### config.mk
export PLATFORM = sky130hd
export DESIGN_NAME = splintering_tlb
export DESIGN_NICKNAME = d
export VERILOG_FILES = /design/src/rtl/splt_pkg.sv /design/src/rtl/splt_rr_ptr.sv /design/src/rtl/splt_large_bank.sv /design/src/rtl/splt_small_bank.sv /design/src/rtl/splintering_tlb.sv
export SDC_FILE = /design/constraint.sdc
export NUM_CORES = 1
export LEC_CHECK = 0
export BUFFER_PORTS_ARGS = -buffer_cell sky130_fd_sc_hd__buf_4
export CAP_MARGIN = 25
export CORE_MARGIN = 10
export CORE_UTILIZATION = 30
export DETAILED_ROUTE_END_ITERATION = 12
export GPL_ROUTABILITY_DRIVEN = 0
export PLACE_DENSITY_LB_ADDON = 0.08
export REMOVE_ABC_BUFFERS = 1
export SYNTH_ARGS = -nofsm -noshare
export SYNTH_HDL_FRONTEND = slang
export SYNTH_SLANG_ARGS = --single-unit
### constraint.sdc
create_clock -name clk -period 14.09 [get_ports clk]
set_input_delay 2.818 -clock clk [delete_from_list [all_inputs] [get_ports clk]]
set_output_delay 2.818 -clock clk [all_outputs]
set_load 0.005 [all_outputs]
### src/rtl/splt_pkg.sv
package splt_pkg;

  typedef enum logic [1:0] {
    MT_UC  = 2'b00,
    MT_WC  = 2'b01,
    MT_WB  = 2'b10,
    MT_RSV = 2'b11
  } mtype_e;

  // Reserved code collapses to uncacheable on the way into storage.
  function automatic logic [1:0] mt_sanitize(input logic [1:0] mt);
    return (mt == MT_RSV) ? MT_UC : mt;
  endfunction

endpackage

### src/rtl/splt_rr_ptr.sv
module splt_rr_ptr #(
  parameter int N  = 4,
  localparam int PW = (N > 1) ? $clog2(N) : 1
) (
  input  logic          clk,
  input  logic          rst,
  input  logic          clear,
  input  logic          adv,
  output logic [PW-1:0] ptr
);

  localparam logic [PW-1:0] LAST = PW'(N - 1);

  always_ff @(posedge clk) begin
    if (rst || clear) begin
      ptr <= '0;
    end else if (adv) begin
      ptr <= (ptr == LAST) ? '0 : ptr + 1'b1;
    end
  end

endmodule

### src/rtl/splt_large_bank.sv
module splt_large_bank #(
  parameter int ENTRIES  = 4,
  parameter int VPN_W    = 10,
  parameter int PPN_W    = 10,
  parameter int SUB_BITS = 2,
  localparam int SUBS    = 1 << SUB_BITS,
  localparam int PW      = (ENTRIES > 1) ? $clog2(ENTRIES) : 1
) (
  input  logic                clk,
  input  logic                rst,
  input  logic                flush,
  input  logic                wr_en,
  input  logic [VPN_W-1:0]    wr_vpn,
  input  logic [PPN_W-1:0]    wr_ppn,
  input  logic [SUBS-1:0]     wr_mask,
  input  logic [1:0]          wr_mt,
  input  logic [VPN_W-1:0]    lk_vpn,
  input  logic [SUB_BITS-1:0] lk_sub,
  output logic                hit,
  output logic [PPN_W-1:0]    ppn,
  output logic [1:0]          mt
);

  logic [ENTRIES-1:0] vld_q;
  logic [VPN_W-1:0]   vpn_q  [ENTRIES];
  logic [PPN_W-1:0]   ppn_q  [ENTRIES];
  logic [SUBS-1:0]    mask_q [ENTRIES];
  logic [1:0]         mt_q   [ENTRIES];
  logic [PW-1:0]      victim;
  logic               do_wr;
  logic [ENTRIES-1:0] match;

  assign do_wr = wr_en && !flush;

  splt_rr_ptr #(.N(ENTRIES)) rr_i (
    .clk   (clk),
    .rst   (rst),
    .clear (flush),
    .adv   (do_wr),
    .ptr   (victim)
  );

  always_ff @(posedge clk) begin
    if (rst || flush) begin
      vld_q <= '0;
    end else if (do_wr) begin
      vld_q[victim] <= 1'b1;
    end
  end

  // Payload without reset so it can map onto plain storage.
  always_ff @(posedge clk) begin
    if (do_wr) begin
      vpn_q[victim]  <= wr_vpn;
      ppn_q[victim]  <= wr_ppn;
      mask_q[victim] <= wr_mask;
      mt_q[victim]   <= wr_mt;
    end
  end

  for (genvar i = 0; i < ENTRIES; i++) begin : g_cmp
    assign match[i] = vld_q[i] && (vpn_q[i] == lk_vpn) && mask_q[i][lk_sub];
  end

  // Lowest matching slot wins: scan downward so low indices overwrite.
  always_comb begin
    hit = |match;
    ppn = '0;
    mt  = 2'b00;
    for (int i = ENTRIES - 1; i >= 0; i--) begin
      if (match[i]) begin
        ppn = ppn_q[i];
        mt  = mt_q[i];
      end
    end
  end

endmodule

### src/rtl/splt_small_bank.sv
module splt_small_bank #(
  parameter int ENTRIES = 8,
  parameter int VPN_W   = 20,
  parameter int PPN_W   = 20,
  localparam int PW     = (ENTRIES > 1) ? $clog2(ENTRIES) : 1
) (
  input  logic             clk,
  input  logic             rst,
  input  logic             flush,
  input  logic             wr_en,
  input  logic [VPN_W-1:0] wr_vpn,
  input  logic [PPN_W-1:0] wr_ppn,
  input  logic [1:0]       wr_mt,
  input  logic [VPN_W-1:0] lk_vpn,
  output logic             hit,
  output logic [PPN_W-1:0] ppn,
  output logic [1:0]       mt
);

  logic [ENTRIES-1:0] vld_q;
  logic [VPN_W-1:0]   vpn_q [ENTRIES];
  logic [PPN_W-1:0]   ppn_q [ENTRIES];
  logic [1:0]         mt_q  [ENTRIES];
  logic [PW-1:0]      victim;
  logic               do_wr;
  logic [ENTRIES-1:0] match;

  assign do_wr = wr_en && !flush;

  splt_rr_ptr #(.N(ENTRIES)) rr_i (
    .clk   (clk),
    .rst   (rst),
    .clear (flush),
    .adv   (do_wr),
    .ptr   (victim)
  );

  always_ff @(posedge clk) begin
    if (rst || flush) begin
      vld_q <= '0;
    end else if (do_wr) begin
      vld_q[victim] <= 1'b1;
    end
  end

  always_ff @(posedge clk) begin
    if (do_wr) begin
      vpn_q[victim] <= wr_vpn;
      ppn_q[victim] <= wr_ppn;
      mt_q[victim]  <= wr_mt;
    end
  end

  for (genvar i = 0; i < ENTRIES; i++) begin : g_cmp
    assign match[i] = vld_q[i] && (vpn_q[i] == lk_vpn);
  end

  always_comb begin
    hit = |match;
    ppn = '0;
    mt  = 2'b00;
    for (int i = ENTRIES - 1; i >= 0; i--) begin
      if (match[i]) begin
        ppn = ppn_q[i];
        mt  = mt_q[i];
      end
    end
  end

endmodule

### src/rtl/splintering_tlb.sv
module splintering_tlb
  import splt_pkg::*;
#(
  parameter int VA_W        = 32,
  parameter int PA_W        = 32,
  parameter int LG_ENTRIES  = 4,
  parameter int SM_ENTRIES  = 8,
  parameter int SMALL_SHIFT = 12,
  parameter int LARGE_SHIFT = 22,
  parameter int SUB_BITS    = 2
) (
  input  logic                          clk,
  input  logic                          rst,
  input  logic                          flush,
  input  logic                          lk_req,
  input  logic [VA_W-1:0]               lk_va,
  output logic                          rsp_valid,
  output logic                          rsp_hit,
  output logic                          rsp_miss,
  output logic                          rsp_large,
  output logic [PA_W-1:0]               rsp_pa,
  output logic [1:0]                    rsp_mtype,
  input  logic                          lg_fill_en,
  input  logic [VA_W-LARGE_SHIFT-1:0]   lg_fill_vpn,
  input  logic [PA_W-LARGE_SHIFT-1:0]   lg_fill_ppn,
  input  logic [(1<<SUB_BITS)-1:0]      lg_fill_mask,
  input  logic [1:0]                    lg_fill_mtype,
  input  logic                          sm_fill_en,
  input  logic [VA_W-SMALL_SHIFT-1:0]   sm_fill_vpn,
  input  logic [PA_W-SMALL_SHIFT-1:0]   sm_fill_ppn,
  input  logic [1:0]                    sm_fill_mtype
);

  localparam int LVPN_W = VA_W - LARGE_SHIFT;
  localparam int LPPN_W = PA_W - LARGE_SHIFT;
  localparam int SVPN_W = VA_W - SMALL_SHIFT;
  localparam int SPPN_W = PA_W - SMALL_SHIFT;

  logic [LVPN_W-1:0]   lk_lvpn;
  logic [SUB_BITS-1:0] lk_sub;
  logic [SVPN_W-1:0]   lk_svpn;
  logic                lg_hit, sm_hit;
  logic [LPPN_W-1:0]   lg_ppn;
  logic [SPPN_W-1:0]   sm_ppn;
  logic [1:0]          lg_mt, sm_mt;

  logic                nx_hit, nx_large;
  logic [PA_W-1:0]     nx_pa;
  logic [1:0]          nx_mt;

  assign lk_lvpn = lk_va[VA_W-1:LARGE_SHIFT];
  assign lk_sub  = lk_va[LARGE_SHIFT-1 -: SUB_BITS];
  assign lk_svpn = lk_va[VA_W-1:SMALL_SHIFT];

  splt_large_bank #(
    .ENTRIES  (LG_ENTRIES),
    .VPN_W    (LVPN_W),
    .PPN_W    (LPPN_W),
    .SUB_BITS (SUB_BITS)
  ) large_i (
    .clk     (clk),
    .rst     (rst),
    .flush   (flush),
    .wr_en   (lg_fill_en),
    .wr_vpn  (lg_fill_vpn),
    .wr_ppn  (lg_fill_ppn),
    .wr_mask (lg_fill_mask),
    .wr_mt   (mt_sanitize(lg_fill_mtype)),
    .lk_vpn  (lk_lvpn),
    .lk_sub  (lk_sub),
    .hit     (lg_hit),
    .ppn     (lg_ppn),
    .mt      (lg_mt)
  );

  splt_small_bank #(
    .ENTRIES (SM_ENTRIES),
    .VPN_W   (SVPN_W),
    .PPN_W   (SPPN_W)
  ) small_i (
    .clk    (clk),
    .rst    (rst),
    .flush  (flush),
    .wr_en  (sm_fill_en),
    .wr_vpn (sm_fill_vpn),
    .wr_ppn (sm_fill_ppn),
    .wr_mt  (mt_sanitize(sm_fill_mtype)),
    .lk_vpn (lk_svpn),
    .hit    (sm_hit),
    .ppn    (sm_ppn),
    .mt     (sm_mt)
  );

  // A large hit already excludes absent quarters, so the small array
  // serves both plain small pages and splintered fragments.
  always_comb begin
    nx_hit   = 1'b0;
    nx_large = 1'b0;
    nx_pa    = '0;
    nx_mt    = MT_UC;
    if (lg_hit) begin
      nx_hit   = 1'b1;
      nx_large = 1'b1;
      nx_pa    = {lg_ppn, lk_va[LARGE_SHIFT-1:0]};
      nx_mt    = lg_mt;
    end else if (sm_hit) begin
      nx_hit = 1'b1;
      nx_pa  = {sm_ppn, lk_va[SMALL_SHIFT-1:0]};
      nx_mt  = sm_mt;
    end
  end

  always_ff @(posedge clk) begin
    if (rst) begin
      rsp_valid <= 1'b0;
      rsp_hit   <= 1'b0;
      rsp_miss  <= 1'b0;
      rsp_large <= 1'b0;
      rsp_pa    <= '0;
      rsp_mtype <= MT_UC;
    end else begin
      rsp_valid <= lk_req;
      rsp_hit   <= lk_req && nx_hit;
      rsp_miss  <= lk_req && !nx_hit;
      rsp_large <= lk_req && nx_large;
      rsp_pa    <= lk_req ? nx_pa : '0;
      rsp_mtype <= lk_req ? nx_mt : MT_UC;
    end
  end

endmodule

* After elaboration in Yosys (flattened, before gate mapping)
Memories as Yosys holds them, arrays and structs flattened.
Cells that the tools add are included.
** Word-level totals
- Register bits after elaboration :: 55
- RAM bits :: 440
- Bits of input ports :: 106
- Output and inout port bits :: 38
- Word-level logic and storage cells :: 123
- Memories :: 7
** Operators by class
- Add/subtract/negate cells :: 2
- Magnitude comparators :: 5
- Equal/unequal tests :: 16
- Multiplexer cells :: 51
- Bitwise operators :: 3
- Reductions and logical operators :: 29
** Memory list
- small_i.ppn_q :: words 8, width 20, rd ports 8, clocked after Yosys merged registers in 0, wr ports 1, line splt_small_bank.sv:22 : logic [PPN_W-1:0] ppn_q [ENTRIES];
- small_i.vpn_q :: words 8, width 20, rd ports 8, clocked after Yosys merged registers in 0, wr ports 1, line splt_small_bank.sv:21 : logic [VPN_W-1:0] vpn_q [ENTRIES];
- large_i.ppn_q :: words 4, width 10, rd ports 4, clocked after Yosys merged registers in 0, wr ports 1, line splt_large_bank.sv:26 : logic [PPN_W-1:0] ppn_q [ENTRIES];
- large_i.vpn_q :: words 4, width 10, rd ports 4, clocked after Yosys merged registers in 0, wr ports 1, line splt_large_bank.sv:25 : logic [VPN_W-1:0] vpn_q [ENTRIES];
- large_i.mask_q :: words 4, width 4, rd ports 4, clocked after Yosys merged registers in 0, wr ports 1, line splt_large_bank.sv:27 : logic [SUBS-1:0] mask_q [ENTRIES];
- small_i.mt_q :: words 8, width 2, rd ports 8, clocked after Yosys merged registers in 0, wr ports 1, line splt_small_bank.sv:23 : logic [1:0] mt_q [ENTRIES];
- 1 more memories
** Operators by type and width (number)
- $eq 20x20->1 :: 8
- $mux 20 :: 8
- $mux 32 :: 2
- $eq 10x10->1 :: 4
- $mux 10 :: 4
- $mux 2 :: 17
- $logic_and 1x1->1 :: 23
- $mux 1 :: 13
- $bmux 1 s2 :: 4
- $or 8x8->8 :: 1
- $reduce_or 8->1 :: 1
- $eq 2x2->1 const B :: 3
- $lt 2x3->1 const B :: 2
- $lt 3x4->1 const B :: 1
- $or 4x4->4 :: 1
- $reduce_or 4->1 :: 1
- $add 3x1->3 const B :: 1
- $demux 1 s3 :: 1
- $eq 3x3->1 const B :: 1
- $ge 3x1->1 const B :: 1
- $mux 3 :: 1
- $add 2x1->2 const B :: 1
- $demux 1 s2 :: 1
- $ge 2x1->1 const B :: 1
- other kinds (4) :: 5

* Longest topological paths before layout
- Word-level depth :: 12
- Mapped depth :: 11
- Depth with buffers taken out :: 7

* Modules after synthesis
A second synthesis with hierarchy kept.
** Second synthesis, totals
- Cells, all modules :: 1283
- Area, all modules :: 20113.0 um2
** By module, submodules not included
- splt_small_bank :: instances 1, cells an instance 860, area each 14092.3 um2, seq. area each 10249.8 um2
- splt_large_bank :: instances 1, cells an instance 264, area each 4396.7 um2, seq. area each 3203.1 um2
- splintering_tlb :: instances 1, cells an instance 139, area each 1386.3 um2, seq. area each 760.7 um2
- splt_rr_ptr at small_i.rr_i :: instances 1, cells an instance 12, area each 142.6 um2, seq. area each 60.1 um2
- splt_rr_ptr at large_i.rr_i :: instances 1, cells an instance 8, area each 95.1 um2, seq. area each 40.0 um2

* Worst setup path before layout
OpenSTA, ideal clock, no wires.
- Kind :: input-to-reg
- Start point :: input port flush
- End point :: memory small_i.mt_q[0][0] (enable)
- Library setup time :: 496 ps
- Arrival time :: 6154 ps
- Data required time :: 13594 ps
- Path slack :: 7441 ps
- Stages :: 2
- Path buffers :: 0
- Cell sequence :: or3_1 > nor3_1
** Between the ends
- Word-level cells in the longest chain between the ends :: 4
** Ends and longest elaborated chain
- from (decl) :: line splintering_tlb.sv:14 : input logic flush,
- $logic_not 1->1 :: line splt_small_bank.sv:28 : assign do_wr = wr_en && !flush;
- $logic_and 1x1->1 :: line splt_small_bank.sv:28
- $mux 1 :: line splt_small_bank.sv:47 : if (do_wr) begin
- $mux 1 (not written as such) :: line splt_small_bank.sv:50 : mt_q[victim] <= wr_mt;
- to (decl) :: line splt_small_bank.sv:23
Every way passes these cells.

* Worst setup path in the final report
- Start point :: input port lk_va[28]
- End point :: register rsp_pa[20]
** Between the ends
- Word-level cells in the longest chain between the ends :: 12
- Elaborated cells between the ends (all ways) :: 40
- Classes of those cells :: eq/ne: 12; mux: 10; reduce/logical: 18
** Ends and longest elaborated chain
- from (decl) :: line splintering_tlb.sv:16 : input logic [VA_W-1:0] lk_va,
- $eq 20x20->1 :: line splt_small_bank.sv:55 : assign match[i] = vld_q[i] && (vpn_q[i] == lk_vpn);
- $logic_and 1x1->1 :: line splt_small_bank.sv:55
- $mux 20 (8 in series) :: line splt_small_bank.sv:63 : if (match[i]) begin
- $mux 32 :: line splintering_tlb.sv:106 : end else if (sm_hit) begin
- $mux 32 * :: line splintering_tlb.sv:101 : if (lg_hit) begin
- to (signal assigned) :: line splintering_tlb.sv:126 : rsp_pa <= lk_req ? nx_pa : '0;
- to (decl) :: line splintering_tlb.sv:21 : output logic [PA_W-1:0] rsp_pa,
Mark *: on every way between the ends. The rest lies on a longest branch, timed or not.
A chain may end at the register's enable or synchronous reset.

==> results.json <==
{
  "status": "finished, final reports clean",
  "holdCritPathClass": "flip-flop to flip-flop",
  "ys_types": 58,
  "htree_levels": 2,
  "tns_ns": 0,
  "tightest_slew_ns": 1.05,
  "ios": 144,
  "setup_viol": 0,
  "dr_total_vias": 11652,
  "syn_to_final_growth_pct": 19.9,
  "synth_area_um2": 19900,
  "maxSlewViolCount": 0,
  "grt_pass1_vias": 11944,
  "peakVddDrop_mv": 0.0936,
  "regArea_um2": 14300,
  "final-hold-violation-count": 0,
  "reg2regPathDepth": 8,
  "grtUsageTotal_pct": 15.2,
  "path_max_fanout": 17,
  "viasPerCell": 4.94,
  "grtUsageMet3_pct": 2.33,
  "cts_buffer_depth": 3,
  "required_ns": 14.59,
  "crit_path_end_kind": "flip-flop",
  "clock-skew-final_ns": 0.0207,
  "io_buffer_count": 143,
  "cp-endpoint": "rsp_pa[20]",
  "max_freq_mhz": 173,
  "drt_wl_total_mm": 59.8,
  "synth-seq-cells": 495,
  "synth_edf_count": 440,
  "clk_latency_ns": 0.61,
  "swShare_pct": 21.5,
  "dieHeight_um": 277,
  "drt_iter0_drc": 810,
  "fin_crit_ns": 5.79,
  "multiInputGateArea_um2": 5220,
  "cts_sinks": 495,
  "synthCells": 1291,
  "busiest_layer": "met2",
  "die_w_um": 277,
  "p_leak_nw": 7.88,
  "fin_nets": 1563,
  "drtAntennaViolNets": 0,
  "final_area_um2": 23800,
  "power.density_nw_per_um2": 133,
  "overflow": 0,
  "initial_core_util_pct": 30.2,
  "grt_max_degree": 44,
  "crit_path_start_kind": "primary input",
  "slew_headroom_pct": 29.9,
  "comb_power_share_pct": 3.9,
  "rsz0062_at_grt": "false",
  "p_switching_w": 0.000682,
  "ys.warnings.count": 0,
  "drv_cap": 0,
  "met1_usage_pct": 20.7,
  "syn_avg_cell_area_um2": 15.4,
  "coreArea_um2": 65700,
  "post_cts_buffers": 0,
  "cts_root_buf": "clkbuf_16",
  "numCtsBuffers": 57,
  "dp_hpwl_mm": 38.1,
  "ctsResizeCount": 0,
  "worstPathArrival_ns": 6.29,
  "diodes": 0,
  "n_fill_cell": 6246,
  "clk_pin_slew_worst_paths_ns": 0.06,
  "worstReg2RegEnd": "rsp_pa[20]",
  "grt_pass1_wl_mm": 86.7,
  "place_area_um2": 22000,
  "intPower_w": 0.00249,
  "crit_start": "lk_va[28]",
  "drt_pass1_iterations": 5,
  "die-area_um2": 76900,
  "synthArstFlopShare_pct": 0,
  "cts_hold_buf": 0,
  "crit_type": "primary input to flip-flop",
  "rr_startpoint": "small_i.vpn_q[3][16]",
  "wl_per_cell_um": 25.3,
  "clkPwrFrac_pct": 45.1,
  "ys.flop_type": "edfxtp_1",
  "yosysSeqAreaShare_pct": 72.1,
  "p_seq_share_pct": 50.9,
  "antenna_found_initial": 0,
  "min_period_over_period_pct": 41.1,
  "use_met2_pct": 24.6,
  "rows": 94,
  "drive_above_1_share_pct": 20.0,
  "drc": 0,
  "tritoncts": "done",
  "regToRegSetupSlack_ns": 10.36
}
cells by family after synthesis:
group,after synthesis,synth area share (%)
buf+inv,100,2.12
compound gates,159,6.13
flops,495,72.1
fa+ha+maj,6,0.378
xor+xnor,200,8.82
mux,25,1.61
simple gates,306,8.89
per-stage QoR:
step	util (%)	hold WS [ns]	cells	power, W	setup WS (ns)
after floorplan	-	0.425	1218	0.00169	7.44
after global placement	33.5	0.440	2255	0.00177	7.80
after detailed placement	33.5	0.443	2256	0.00177	7.70
after CTS	36.2	0.458	2361	0.00321	8.34
after global routing	36.2	0.461	2361	0.00328	8.07
final	36.2	0.456	2361	0.00317	8.30
metal layers:
layer | up-vias | share of wire, %
met1 | 5898 | 45
li1 | 5323 | -
met3 | 84 | 4.4
met5 | - | 0
met4 | 0 | 2.3
met2 | 347 | 48
sequential cells by signal (all words and copies together) (netlist names):
signal and count:
large_i.vld_q 4, small_i.vld_q 8, large_i.mt_q 8, small_i.ppn_q 160
rsp_large 1, small_i.mt_q 16, large_i.mask_q 16, rsp_mtype 2
large_i.rr_i.ptr 2, rsp_pa 32, small_i.rr_i.ptr 3, rsp_hit 1
rsp_valid 1, rsp_miss 1, large_i.ppn_q 40, small_i.vpn_q 160
large_i.vpn_q 40
critical path: stages:
cell and delay [ns]:
buf_4 0.19, xor2_1 0.19, nor4_1 0.54, and3_1 0.75, nand2_1 0.51, buf_4 0.36, nand4_1 0.26, o21ai_2 0.28
o32ai_1 0.36
worst min path at each step:
stage	from	to	slack [ns]	cells past startpoint
final	small_i.ppn_q[1][12]	rsp_pa[24]	0.46	2
after global routing	small_i.ppn_q[1][11]	rsp_pa[23]	0.46	2
after CTS	small_i.ppn_q[1][11]	rsp_pa[23]	0.46	2
after detailed placement	small_i.ppn_q[1][12]	rsp_pa[24]	0.44	2
after global placement	small_i.ppn_q[1][11]	rsp_pa[23]	0.44	2
after floorplan	small_i.mt_q[1][0]	rsp_mtype[0]	0.43	2
synthesized netlist by cell type, types with 8 or more instances:
cell type	number	area (um^2)
or3_1	20	125
xnor2_1	130	1140
a311oi_1	13	114
o21ai_0	17	85.1
clkbuf_1	51	191
nor4_1	27	169
a21oi_1	12	60.1
nor2_1	44	165
and3_1	26	163
o2111ai_1	16	140
nor3_1	21	105
buf_2	15	75.1
nor3b_1	13	97.6
a31oi_1	10	62.6
nand3_1	41	205
dfxtp_1	55	1100
and4_1	12	105
inv_1	27	101
a221oi_1	11	96.3
o21a_1	22	165
edfxtp_1	440	13200
nand2_1	25	93.8
nand4_1	49	307
o32ai_1	8	70.1
xor2_1	70	613
mux2_2	16	180
cells in the final DEF (no fill, tap or decap), types with 7 or more instances in the layout:
cell	count
inv_1	27
mux2_2	16
nand2_1	25
nand3_1	41
o2111ai_1	16
nand4_1	49
edfxtp_1	440
clkinv_2	11
nor2_1	38
a31oi_1	10
and4_1	12
nor3b_1	13
o21a_1	22
xnor2_1	130
o21ai_0	17
a311oi_1	13
nor3_1	18
buf_4	173
nor4_1	24
a21oi_1	12
or3_1	20
a32oi_1	7
clkbuf_1	17
xor2_1	70
o32ai_1	8
dfxtp_1	55
and3_1	26
a221oi_1	11
clkbuf_16	59
layout make-up:
| cell class | count | share of cell area [%] |
|---|---|---|
| multi-input cells | 696 | 21.9 |
| repair buffers | 174 | 5.47 |
| clock buffers | 82 | 6.81 |
| well taps | 864 | 4.54 |
| inverters | 27 | 0.425 |
| clock inverters | 23 | 0.741 |
| flip-flops and latches | 495 | 60.1 |
power by group through the flow:
stage	logic, W	clock network [W]	registers [W]
detailed placement	0.000128	0	0.00165
finish	0.000124	0.00143	0.00162
CTS	0.000129	0.00147	0.00161
floorplan	0.0000423	0	0.00165
global placement	0.000128	0	0.00165
global route	0.000136	0.00153	0.00162
Power figures use the tool's default switching activity.
